$ cat src/rtl/amw_pkg.sv
package amw_pkg;
  typedef enum logic [2:0] {
    CAUSE_STORE = 3'd0,
    CAUSE_INTR  = 3'd1,
    CAUSE_NMI   = 3'd2,
    CAUSE_SMI   = 3'd3,
    CAUSE_DEBUG = 3'd4,
    CAUSE_MCHK  = 3'd5,
    CAUSE_INIT  = 3'd6,
    CAUSE_RESET = 3'd7
  } wake_cause_e;

  typedef enum logic {
    ST_RUN   = 1'b0,
    ST_SLEEP = 1'b1
  } wait_state_e;

  localparam int unsigned NUM_CAUSES = 8;
  localparam int unsigned CAUSE_W    = 3;
  localparam int unsigned OPC_BYTES  = 3;
  localparam logic [23:0] WAIT_OPCODE = 24'h0F01C9;
endpackage

$ cat src/rtl/amw_wait_decode.sv
module amw_wait_decode
  import amw_pkg::*;
#(
  parameter int unsigned HINT_W = 32,
  parameter int unsigned EXT_W  = 32
) (
  input  logic              op_valid_i,
  input  logic [23:0]       op_bytes_i,
  input  logic              accept_i,
  input  logic              global_en_i,
  input  logic [1:0]        cpl_i,
  input  logic              user_ok_i,
  input  logic              rsvd_mode_i,
  input  logic [HINT_W-1:0] hint_i,
  input  logic [EXT_W-1:0]  ext_i,
  output logic              wait_go_o,
  output logic              wait_fault_o
);
  logic [OPC_BYTES-1:0] byte_hit;
  logic                 opcode_hit;
  logic                 priv_bad;
  logic                 rsvd_bad;
  logic                 illegal;

  for (genvar b = 0; b < OPC_BYTES; b++) begin : g_byte
    assign byte_hit[b] = (op_bytes_i[8*b +: 8] == WAIT_OPCODE[8*b +: 8]);
  end

  always_comb begin
    opcode_hit   = op_valid_i && accept_i && (&byte_hit);
    priv_bad     = (cpl_i != 2'd0) && !user_ok_i;
    rsvd_bad     = rsvd_mode_i && ((|hint_i) || (|ext_i));
    illegal      = !global_en_i || priv_bad || rsvd_bad;
    wait_go_o    = opcode_hit && !illegal;
    wait_fault_o = opcode_hit && illegal;
  end
endmodule

$ cat src/rtl/amw_line_tracker.sv
module amw_line_tracker #(
  parameter int unsigned ADDR_W     = 32,
  parameter int unsigned LINE_BYTES = 64
) (
  input  logic              clk_i,
  input  logic              rst_ni,
  input  logic              arm_i,
  input  logic              clear_i,
  input  logic [ADDR_W-1:0] addr_i,
  input  logic              snoop_valid_i,
  input  logic [ADDR_W-1:0] snoop_addr_i,
  output logic              armed_o,
  output logic              hit_o
);
  localparam int unsigned OFF_W = $clog2(LINE_BYTES);
  localparam int unsigned TAG_W = ADDR_W - OFF_W;

  logic             armed_q, armed_d;
  logic [TAG_W-1:0] tag_q;
  logic [TAG_W-1:0] arm_tag;
  logic [TAG_W-1:0] snoop_tag;

  always_comb begin
    arm_tag   = TAG_W'(addr_i >> OFF_W);
    snoop_tag = TAG_W'(snoop_addr_i >> OFF_W);
    armed_d   = armed_q;
    if (arm_i) begin
      armed_d = 1'b1;
    end else if (clear_i) begin
      armed_d = 1'b0;
    end
  end

  always_ff @(posedge clk_i or negedge rst_ni) begin
    if (!rst_ni) begin
      armed_q <= 1'b0;
    end else begin
      armed_q <= armed_d;
    end
  end

  always_ff @(posedge clk_i or negedge rst_ni) begin
    if (!rst_ni) begin
      tag_q <= '0;
    end else if (arm_i) begin
      tag_q <= arm_tag;
    end
  end

  assign armed_o = armed_q;
  assign hit_o   = snoop_valid_i && armed_q && (snoop_tag == tag_q);

  assert_arm_needs_request_R4: assert property (@(posedge clk_i) disable iff (!rst_ni)
    $rose(armed_q) |-> $past(arm_i));
  assert_clear_disarms_R10: assert property (@(posedge clk_i) disable iff (!rst_ni)
    (clear_i && !arm_i) |=> !armed_q);
endmodule

$ cat src/rtl/amw_wake_prio.sv
module amw_wake_prio #(
  parameter int unsigned N  = 8,
  parameter int unsigned CW = $clog2(N)
) (
  input  logic [N-1:0]  ev_i,
  output logic          any_o,
  output logic [CW-1:0] cause_o
);
  always_comb begin
    any_o   = 1'b0;
    cause_o = '0;
    for (int i = 0; i < int'(N); i++) begin
      if (ev_i[i]) begin
        any_o   = 1'b1;
        cause_o = CW'(i);
      end
    end
  end
endmodule

$ cat src/rtl/addr_monitor_wait.sv
module addr_monitor_wait
  import amw_pkg::*;
#(
  parameter int unsigned ADDR_W     = 32,
  parameter int unsigned LINE_BYTES = 64,
  parameter int unsigned HINT_W     = 32,
  parameter int unsigned EXT_W      = 32
) (
  input  logic              clk_i,
  input  logic              rst_ni,
  input  logic              global_en_i,
  input  logic [1:0]        cpl_i,
  input  logic              user_wait_ok_i,
  input  logic              rsvd_mode_i,
  input  logic              mon_valid_i,
  input  logic [ADDR_W-1:0] mon_addr_i,
  input  logic              op_valid_i,
  input  logic [23:0]       op_bytes_i,
  input  logic [HINT_W-1:0] hint_i,
  input  logic [EXT_W-1:0]  ext_i,
  input  logic              intr_en_i,
  input  logic              snoop_valid_i,
  input  logic [ADDR_W-1:0] snoop_addr_i,
  input  logic              intr_i,
  input  logic              nmi_i,
  input  logic              smi_i,
  input  logic              dbg_i,
  input  logic              mchk_i,
  input  logic              init_i,
  input  logic              binit_i,
  input  logic              reset_evt_i,
  output logic              asleep_o,
  output logic [2:0]        wake_cause_o,
  output logic              resume_o,
  output logic              fault_ud_o,
  output logic              feature_o
);
  logic [1:0] rst_sync_q;
  logic       rst_n;

  always_ff @(posedge clk_i or negedge rst_ni) begin
    if (!rst_ni) begin
      rst_sync_q <= 2'b00;
    end else begin
      rst_sync_q <= {rst_sync_q[0], 1'b1};
    end
  end
  assign rst_n = rst_sync_q[1];

  wait_state_e          state_q, state_d;
  logic                 ie_q, ie_d;
  logic                 trig_q, trig_d;
  logic [CAUSE_W-1:0]   tcause_q, tcause_d;
  logic [CAUSE_W-1:0]   cause_q, cause_d;
  logic                 resume_q, resume_d;
  logic                 fault_q;
  logic                 wait_go, wait_fault;
  logic                 arm_set, arm_clr;
  logic                 armed, snoop_hit;
  logic                 ie_eff;
  logic [NUM_CAUSES-1:0] ev_vec;
  logic                 ev_any;
  logic [CAUSE_W-1:0]   ev_cause;

  amw_wait_decode #(.HINT_W(HINT_W), .EXT_W(EXT_W)) u_decode (
    .op_valid_i   (op_valid_i),
    .op_bytes_i   (op_bytes_i),
    .accept_i     (state_q == ST_RUN),
    .global_en_i  (global_en_i),
    .cpl_i        (cpl_i),
    .user_ok_i    (user_wait_ok_i),
    .rsvd_mode_i  (rsvd_mode_i),
    .hint_i       (hint_i),
    .ext_i        (ext_i),
    .wait_go_o    (wait_go),
    .wait_fault_o (wait_fault)
  );

  amw_line_tracker #(.ADDR_W(ADDR_W), .LINE_BYTES(LINE_BYTES)) u_line (
    .clk_i         (clk_i),
    .rst_ni        (rst_n),
    .arm_i         (arm_set),
    .clear_i       (arm_clr),
    .addr_i        (mon_addr_i),
    .snoop_valid_i (snoop_valid_i),
    .snoop_addr_i  (snoop_addr_i),
    .armed_o       (armed),
    .hit_o         (snoop_hit)
  );

  always_comb begin
    ie_eff = (state_q == ST_SLEEP) ? ie_q : (wait_go && intr_en_i);
    ev_vec[CAUSE_STORE] = snoop_hit;
    ev_vec[CAUSE_INTR]  = intr_i && ie_eff;
    ev_vec[CAUSE_NMI]   = nmi_i;
    ev_vec[CAUSE_SMI]   = smi_i;
    ev_vec[CAUSE_DEBUG] = dbg_i;
    ev_vec[CAUSE_MCHK]  = mchk_i;
    ev_vec[CAUSE_INIT]  = init_i || binit_i;
    ev_vec[CAUSE_RESET] = reset_evt_i;
  end

  amw_wake_prio #(.N(NUM_CAUSES), .CW(CAUSE_W)) u_prio (
    .ev_i    (ev_vec),
    .any_o   (ev_any),
    .cause_o (ev_cause)
  );

  always_comb begin
    state_d  = state_q;
    ie_d     = ie_q;
    trig_d   = trig_q;
    tcause_d = tcause_q;
    cause_d  = cause_q;
    resume_d = 1'b0;
    arm_set  = 1'b0;
    arm_clr  = 1'b0;
    unique case (state_q)
      ST_SLEEP: begin
        if (ev_any) begin
          state_d  = ST_RUN;
          resume_d = 1'b1;
          cause_d  = ev_cause;
          arm_clr  = 1'b1;
          trig_d   = 1'b0;
        end
      end
      ST_RUN: begin
        if (wait_go) begin
          if (!armed) begin
            resume_d = 1'b1;
            cause_d  = CAUSE_STORE;
          end else if (trig_q) begin
            resume_d = 1'b1;
            cause_d  = tcause_q;
            arm_clr  = 1'b1;
            trig_d   = 1'b0;
          end else if (ev_any) begin
            resume_d = 1'b1;
            cause_d  = ev_cause;
            arm_clr  = 1'b1;
          end else begin
            state_d = ST_SLEEP;
            ie_d    = intr_en_i;
          end
        end else if (mon_valid_i) begin
          arm_set = 1'b1;
          trig_d  = 1'b0;
        end else if (armed && !trig_q && ev_any) begin
          trig_d   = 1'b1;
          tcause_d = ev_cause;
        end
      end
      default: state_d = ST_RUN;
    endcase
  end

  always_ff @(posedge clk_i or negedge rst_n) begin
    if (!rst_n) begin
      state_q  <= ST_RUN;
      ie_q     <= 1'b0;
      trig_q   <= 1'b0;
      tcause_q <= '0;
      resume_q <= 1'b0;
      fault_q  <= 1'b0;
    end else begin
      state_q  <= state_d;
      resume_q <= resume_d;
      fault_q  <= wait_fault;
      trig_q   <= trig_d;
      if (state_q == ST_RUN && wait_go) begin
        ie_q <= ie_d;
      end
      if (trig_d && !trig_q) begin
        tcause_q <= tcause_d;
      end
    end
  end

  always_ff @(posedge clk_i or negedge rst_n) begin
    if (!rst_n) begin
      cause_q <= '0;
    end else if (resume_d) begin
      cause_q <= cause_d;
    end
  end

  assign asleep_o     = (state_q == ST_SLEEP);
  assign resume_o     = resume_q;
  assign wake_cause_o = cause_q;
  assign fault_ud_o   = fault_q;
  assign feature_o    = global_en_i;

  assert_fault_not_resume_R3: assert property (@(posedge clk_i) disable iff (!rst_n)
    !(fault_ud_o && resume_o));
  assert_disabled_faults_R3: assert property (@(posedge clk_i) disable iff (!rst_n)
    (!asleep_o && op_valid_i && op_bytes_i == WAIT_OPCODE && !global_en_i) |=> fault_ud_o);
  assert_exit_pulses_R11: assert property (@(posedge clk_i) disable iff (!rst_n)
    $fell(asleep_o) |-> resume_o);
  assert_masked_intr_R5: assert property (@(posedge clk_i) disable iff (!rst_n)
    (asleep_o && !ie_q && !snoop_hit && !nmi_i && !smi_i && !dbg_i && !mchk_i &&
     !init_i && !binit_i && !reset_evt_i) |=> asleep_o);
  assert_reset_wins_R7: assert property (@(posedge clk_i) disable iff (!rst_n)
    (asleep_o && reset_evt_i) |=> (resume_o && wake_cause_o == CAUSE_RESET));
  assert_prio_pick_R7: assert property (@(posedge clk_i) disable iff (!rst_n)
    ev_any |-> ev_vec[ev_cause]);
endmodule

$ cat config.mk
export PLATFORM = sky130hd
export DESIGN_NAME = addr_monitor_wait
export DESIGN_NICKNAME = d
export VERILOG_FILES = /design/src/rtl/amw_pkg.sv /design/src/rtl/amw_wait_decode.sv /design/src/rtl/amw_line_tracker.sv /design/src/rtl/amw_wake_prio.sv /design/src/rtl/addr_monitor_wait.sv
export SDC_FILE = /design/constraint.sdc
export NUM_CORES = 1
export LEC_CHECK = 0
export ABC_AREA = 1
export ABC_CLOCK_PERIOD_IN_PS = 2300
export BUFFER_PORTS_ARGS = -buffer_cell sky130_fd_sc_hd__buf_4
export CAP_MARGIN = 5
export CORE_MARGIN = 8
export CORE_UTILIZATION = 40
export CTS_CLUSTER_DIAMETER = 30
export DETAILED_ROUTE_END_ITERATION = 7
export PLACE_DENSITY = 0.89
export SLEW_MARGIN = 0
export SYNTH_ARGS = -nofsm -noshare
export SYNTH_HDL_FRONTEND = slang
export SYNTH_HIERARCHICAL = 1
export SYNTH_SLANG_ARGS = --single-unit
$ cat constraint.sdc
create_clock -name clk_i -period 2.3 [get_ports clk_i]
set_input_delay 0.46 -clock clk_i [delete_from_list [all_inputs] [get_ports clk_i]]
set_output_delay 0.46 -clock clk_i [all_outputs]
set_load 0.005 [all_outputs]
After elaboration in Yosys (flattened, before gate mapping)
Cells that the tools add are included.
{"block": "word_totals", "input_bits": 171, "out_inout_bits": 7, "reg_bits": 40, "wordCells": 95}
{"block": "classes", "n_reduce_logical": 30, "mux": 45, "eq_ne": 5, "bitwise_logic": 5}
{"cell": "OR reduction 32 bit", "count": 2}
{"cell": "two-way mux 1 bit", "count": 30}
{"cell": "equality test 26 bit", "count": 1}
{"cell": "two-way mux 3 bit", "count": 8}
{"cell": "logical AND 1 bit", "count": 14}
{"cell": "equality test 8 x 1 -> 1 bit (second input constant)", "count": 1}
{"cell": "equality test 8 x 4 -> 1 bit (second input constant)", "count": 1}
{"cell": "equality test 8 bit (second input constant)", "count": 1}
{"cell": "one-hot mux 1 bit (2 select lines)", "count": 4}
{"cell": "one-hot mux 3 bit (2 select lines)", "count": 1}
{"cell": "AND reduction 6 bit", "count": 1}
{"cell": "NOT 1 bit", "count": 5}
{"cell": "AND reduction 5 bit", "count": 1}
{"cell": "logical NOT 1 bit", "count": 4}
{"cell": "logical OR 1 bit", "count": 4}
{"cell": "two-way mux 2 bit", "count": 2}
{"cell": "nonzero test 2 bit", "count": 2}
{"cell": "AND reduction 3 bit", "count": 1}
{"cell": "!= test 2 bit (second input constant)", "count": 1}
{"cell": "AND reduction 2 bit", "count": 1}

Logic depth before layout (Yosys ltp)
{"block": "logic_depth", "ltp_word": 23, "mapped_depth": 21, "mapped_depth_nobuf": 21}

Cells and area by module
Netlist, hierarchy kept.
{"module": "amw_line_tracker", "area_per_inst_um2": 1510.2, "instances": 1, "cells_each": 232, "seq_area_each_um2": 675.6}
{"module": "addr_monitor_wait", "area_per_inst_um2": 709.4, "instances": 1, "cells_each": 94, "seq_area_each_um2": 325.3}
{"module": "amw_wait_decode", "area_per_inst_um2": 346.6, "instances": 1, "cells_each": 84, "seq_area_each_um2": 0.0}
{"module": "amw_wake_prio", "area_per_inst_um2": 77.6, "instances": 1, "cells_each": 20, "seq_area_each_um2": 0.0}

Least setup slack after synthesis
OpenSTA, ideal clock, no wires.
{"block": "synth_path", "path_kind": "register to register", "startpoint": "register state_q, in the netlist asleep_o", "endpoint": "register cause_q[0], in the netlist wake_cause_o[0]", "t_required_ns": 2.183, "path_stages_with_launch": 18, "arrival_time_ns": 2.264, "synth_period_minus_slack_ns": 2.381, "path_buffers": 1, "setup_ns": 0.117, "setup_slack_ns": -0.081, "cell_sequence": "dfrtp_1 inv_1 buf_4 nand2_1 nor4_1 nand4_1 nor2_2 nand3_1 a21boi_0 nor3_1 nand3_1 inv_2 nand2_2 nand2_4 nor2_8 inv_2 nand2_1 nand2_1"}
{"block": "synth_via", "elab_chain_len": 20}
{"element": "from (decl)", "line_no": "addr_monitor_wait.sv:50", "source": "wait_state_e state_q, state_d;"}
{"element": "from (signal assigned)", "line_no": "addr_monitor_wait.sv:167", "source": "state_q <= state_d;"}
{"element": "NOT 1 bit *"}
{"element": "logical AND 1 bit * (2 in a row)", "line_no": "amw_wait_decode.sv:30", "source": "opcode_hit = op_valid_i && accept_i && (&byte_hit);"}
{"element": "logical AND 1 bit *", "line_no": "amw_wait_decode.sv:34", "source": "wait_go_o = opcode_hit && !illegal;"}
{"element": "named net wait_go", "line_no": "addr_monitor_wait.sv:57", "source": "logic wait_go, wait_fault;"}
{"element": "logical AND 1 bit *", "line_no": "addr_monitor_wait.sv:92", "source": "ie_eff = (state_q == ST_SLEEP) ? ie_q : (wait_go && intr_en_i);"}
{"element": "two-way mux 1 bit *", "line_no": "addr_monitor_wait.sv:92"}
{"element": "logical AND 1 bit *", "line_no": "addr_monitor_wait.sv:94", "source": "ev_vec[CAUSE_INTR] = intr_i && ie_eff;"}
{"element": "named net ev_vec[1]", "line_no": "addr_monitor_wait.sv:61", "source": "logic [NUM_CAUSES-1:0] ev_vec;"}
{"element": "two-way mux 1 bit * (7 in a row)", "line_no": "amw_wake_prio.sv:13", "source": "if (ev_i[i]) begin"}
{"element": "named net ev_any", "line_no": "addr_monitor_wait.sv:62", "source": "logic ev_any;"}
{"element": "two-way mux 1 bit *", "line_no": "addr_monitor_wait.sv:120, addr_monitor_wait.sv:138"}
{"element": "two-way mux 1 bit", "line_no": "addr_monitor_wait.sv:133", "source": "end else if (trig_q) begin"}
{"element": "two-way mux 1 bit", "line_no": "addr_monitor_wait.sv:130", "source": "if (!armed) begin"}
{"element": "two-way mux 1 bit", "line_no": "addr_monitor_wait.sv:129", "source": "if (wait_go) begin"}
{"element": "one-hot mux 1 bit (2 select lines) *", "line_no": "addr_monitor_wait.sv:118", "source": "unique case (state_q)"}
{"element": "named net resume_d", "line_no": "addr_monitor_wait.sv:55", "source": "logic resume_q, resume_d;"}
{"element": "AND reduction 2 bit (no line) *"}
{"element": "to (signal assigned)", "line_no": "addr_monitor_wait.sv:184", "source": "cause_q <= cause_d;"}
{"element": "to (decl)", "line_no": "addr_monitor_wait.sv:54", "source": "logic [CAUSE_W-1:0] cause_q, cause_d;"}
The timed path passes the listed nets; every way through them passes the cells marked *. The select of a mux whose other input is x is not followed.
A chain may end at the register's enable or synchronous reset.

Final worst setup path
{"block": "layout_path", "startpoint": "register state_q, in the netlist asleep_o", "endpoint": "register cause_q[2], in the netlist wake_cause_o[2]"}
The elaborated chain is that of the path after synthesis.

==> flow_metrics.tcl <==
set metrics [dict create \
    hold_path.class "primary input to register" \
    register_area_um2 1002 \
    power.switching_mw 0.4844 \
    insertion_delay_ns 0.30 \
    nNetsFinal 784 \
    wl_met2_um 4852 \
    p_comb_frac 0.259 \
    diodes 0 \
    switching_share 0.2841 \
    p_int_mw 1.221 \
    status "finished with violations" \
    drive_above_1_share 0.3664 \
    cp_data_required_time_ns 2.48 \
    grt_pass1_vias 3207 \
    multi_input_area_um2 1404 \
    start_kind "register" \
    clk_path_buf_depth 2 \
    finalPower_mw 1.705 \
    groute.usage.overall 0.1892 \
    wl_met3_um 520 \
    slew_violations 0 \
    drc 0 \
    postRouteAntennaNets 0 \
    avgSynthCellArea_um2 6.148 \
    nFillCells 606 \
    syn_nets 601 \
    p_leak_nw 2.448 \
    pwr-share-clk 0.275 \
    synth.largest_area_cell "dfrtp_1" \
    die_h_um 97.30 \
    top_layer "met4" \
    cts_tree "done" \
    synthFlopType "dfrtp_1" \
    htreeDepth 2 \
    netlist_instances 430 \
    dp_cells 676 \
    fin_crit_ns 2.323 \
    rows 29 \
    dp_hpwl_um 7749 \
    skew_ns 0.01387 \
    cts.sinks 40 \
    design_area_um2 4229 \
    dieWidth_um 97.30 \
    async_reset_ff_frac 1.000 \
    wl_per_cell_um 13.69 \
    worst_slew_pin_slew_ns 0.8379 \
    dpl_cell_area_um2 4026 \
    dr.pass1.iters 4 \
    clk_transition_reported_paths_ns 0.09 \
    r2r_setup_slack_ns -0.02 \
    path_max_fanout 5 \
    synth_seq_cells 40 \
    violations "setup timing" \
    grt_max_degree 39 \
    via_count 3126 \
    synth_top_area_share 0.3786 \
    coreArea_um2 6386 \
    whs_ns 0.3566 \
    antenna_found_initial 0 \
    powerDensity_nw_per_um2 403.2 \
    synth_cell_types 30 \
    fin_crit_sh 1.010 \
    io_pins 178 \
    routed_wl_um 9457 \
    setup_viol 3 \
    relSlewSlack 0.4414 \
    finalHoldViolCount 0 \
    ys_warn_count 6 \
    fin_cells 691 \
    cts_root_buffer "clkbuf_8" \
    p_seq_frac 0.466 \
    routedLengthMet1_um 4021 \
    overflow 0 \
    place.gp.congestion 0.8536 \
    initial_core_util 0.4140 \
    synth_edf_count 0 \
    grt_pass1_wl_um 14810 \
    die_area_um2 9467 \
    numPortBuffers 165 \
    cts_buffers 5 \
    drt-initial-drc-count 95 \
    vias_per_cell 4.524 \
    rsz0062_at_grt "yes" \
    syn_to_final_growth_pct 59.96 \
    ir_worst_vdd_v 0.0002804 \
    cap_violations 0 \
    setup_ws_ns -0.02312 \
    yosysSeqAreaShare 0.3786 \
    syn_area_um2 2644 \
    max_freq_mhz 430.5 \
    crit_arrival_ns 2.50 \
    critical_path_class "register to register" \
    end_kind "register" \
    ys_top_cells_by_area "dfrtp_1 38%, nand2_1 25%, nor2_1 9.2%" \
]
==> critical path, stage by stage, from the launching register on <==
cell and delay [ns]:
dfrtp_1 0.38, inv_1 0.07, nand2_1 0.06, nor4_2 0.26, nand4_1 0.22, nor2_4 0.18, nand3_2 0.09, a21boi_2 0.19
nor3_2 0.07, nand3_2 0.12, inv_2 0.08, nand2_2 0.11, nor2_4 0.05, nor2_8 0.14, inv_2 0.06, nand2_1 0.05
nand2_1 0.05
==> layout make-up <==
cell class | instances | area share
Clock buffer | 5 | 0.01627
Clock inverter | 3 | 0.004438
Inverter | 71 | 0.06302
Multi-Input combinational cell | 313 | 0.3320
Sequential cell | 40 | 0.2370
Tap cell | 77 | 0.02278
Timing Repair Buffer | 182 | 0.3246
==> power groups by stage <==
stage	sequential, mW	clock (mW)	combinational [mW]
after floorplan	0.798	0	0.181
final	0.795	0.469	0.441
after global routing	0.804	0.510	0.494
after CTS	0.796	0.486	0.438
after global placement	0.806	0	0.419
after detailed placement	0.810	0	0.433
==> Yosys cell counts (all sizes together) (2+ instances only) <==
library cell  instances
xnor2                 3
nand2               184
inv                  70
o21ai                22
nor4                  2
nor3                  2
a21oi                 2
nand3                16
buf                   6
dfrtp                40
nand4                 3
nor2                 69
o211ai                2
==> registers in the layout, indices dropped and copies added (netlist names) <==
name / count
tcause_q: 3
resume_o: 1
rst_sync_q: 2
wake_cause_o: 3
fault_ud_o: 1
ie_q: 1
u_line/armed_o: 1
u_line/tag_q: 26
asleep_o: 1
trig_q: 1
==> through the flow <==
step | setup TNS [ns] | setup WS, ns | util
detailed placement | -6.716 | -0.3313 | 0.6305
global route | -1.016 | -0.1494 | 0.6622
finish | -0.06043 | -0.02312 | 0.6622
global placement | -5.405 | -0.2945 | 0.6305
floorplan | 0 | 0.007723 | -
CTS | 0 | 0.03927 | 0.6467
==> cell usage in the layout, fill, tap and decap left out, types with 4 or more instances in the layout <==
master,count
buf_4,180
nand2_1,172
nor2_1,62
inv_1,61
dfrtp_1,39
o21ai_0,17
nand3_1,14
nand2_2,10
inv_2,9
clkbuf_8,5
o21ai_1,5
nor2_4,4
==> routing by layer <==
layer | vias to the layer above | GRT usage
li1 | 1641 | -
met1 | 1393 | 0.2281
met2 | 87 | 0.3328
met3 | 5 | 0.04410
met4 | 0 | 0.03963
met5 | - | 0
==> final timing paths <==
path,cells after the start,start,end
max,16,asleep_o,wake_cause_o[2]
min in group asynchronous,0,rst_sync_q[1],u_line/tag_q[5]
min,3,mon_addr_i[16],u_line/tag_q[10]
min reg2reg,0,rst_sync_q[0],rst_sync_q[1]
max reg2reg,16,asleep_o,wake_cause_o[2]
max in group asynchronous,0,rst_sync_q[1],u_line/tag_q[11]
==> cells by family (layout without fill, tap and decap cells) <==
family / Yosys count / in the layout / share of synthesized area
AND/OR/NAND/NOR: 279 / 280 / 0.4326
AO/OA/AOI/OAI: 28 / 28 / 0.05679
flip-flops: 40 / 40 / 0.3786
XOR/XNOR: 4 / 4 / 0.01325
buffers and inverters: 78 / 261 / 0.1174
other: 1 / 1 / 0.001418
==> what timing repair did <==
item	in CTS	in global routing
pin swaps	1	14
gates cloned	1	0
hold buffers	1	0
endpoints found under the setup margin	5	31
hold endpoints to repair	2	0
gates resized for setup	0	17
buffers inserted	0	5
Note: power is estimated with default switching activity, not from simulation.
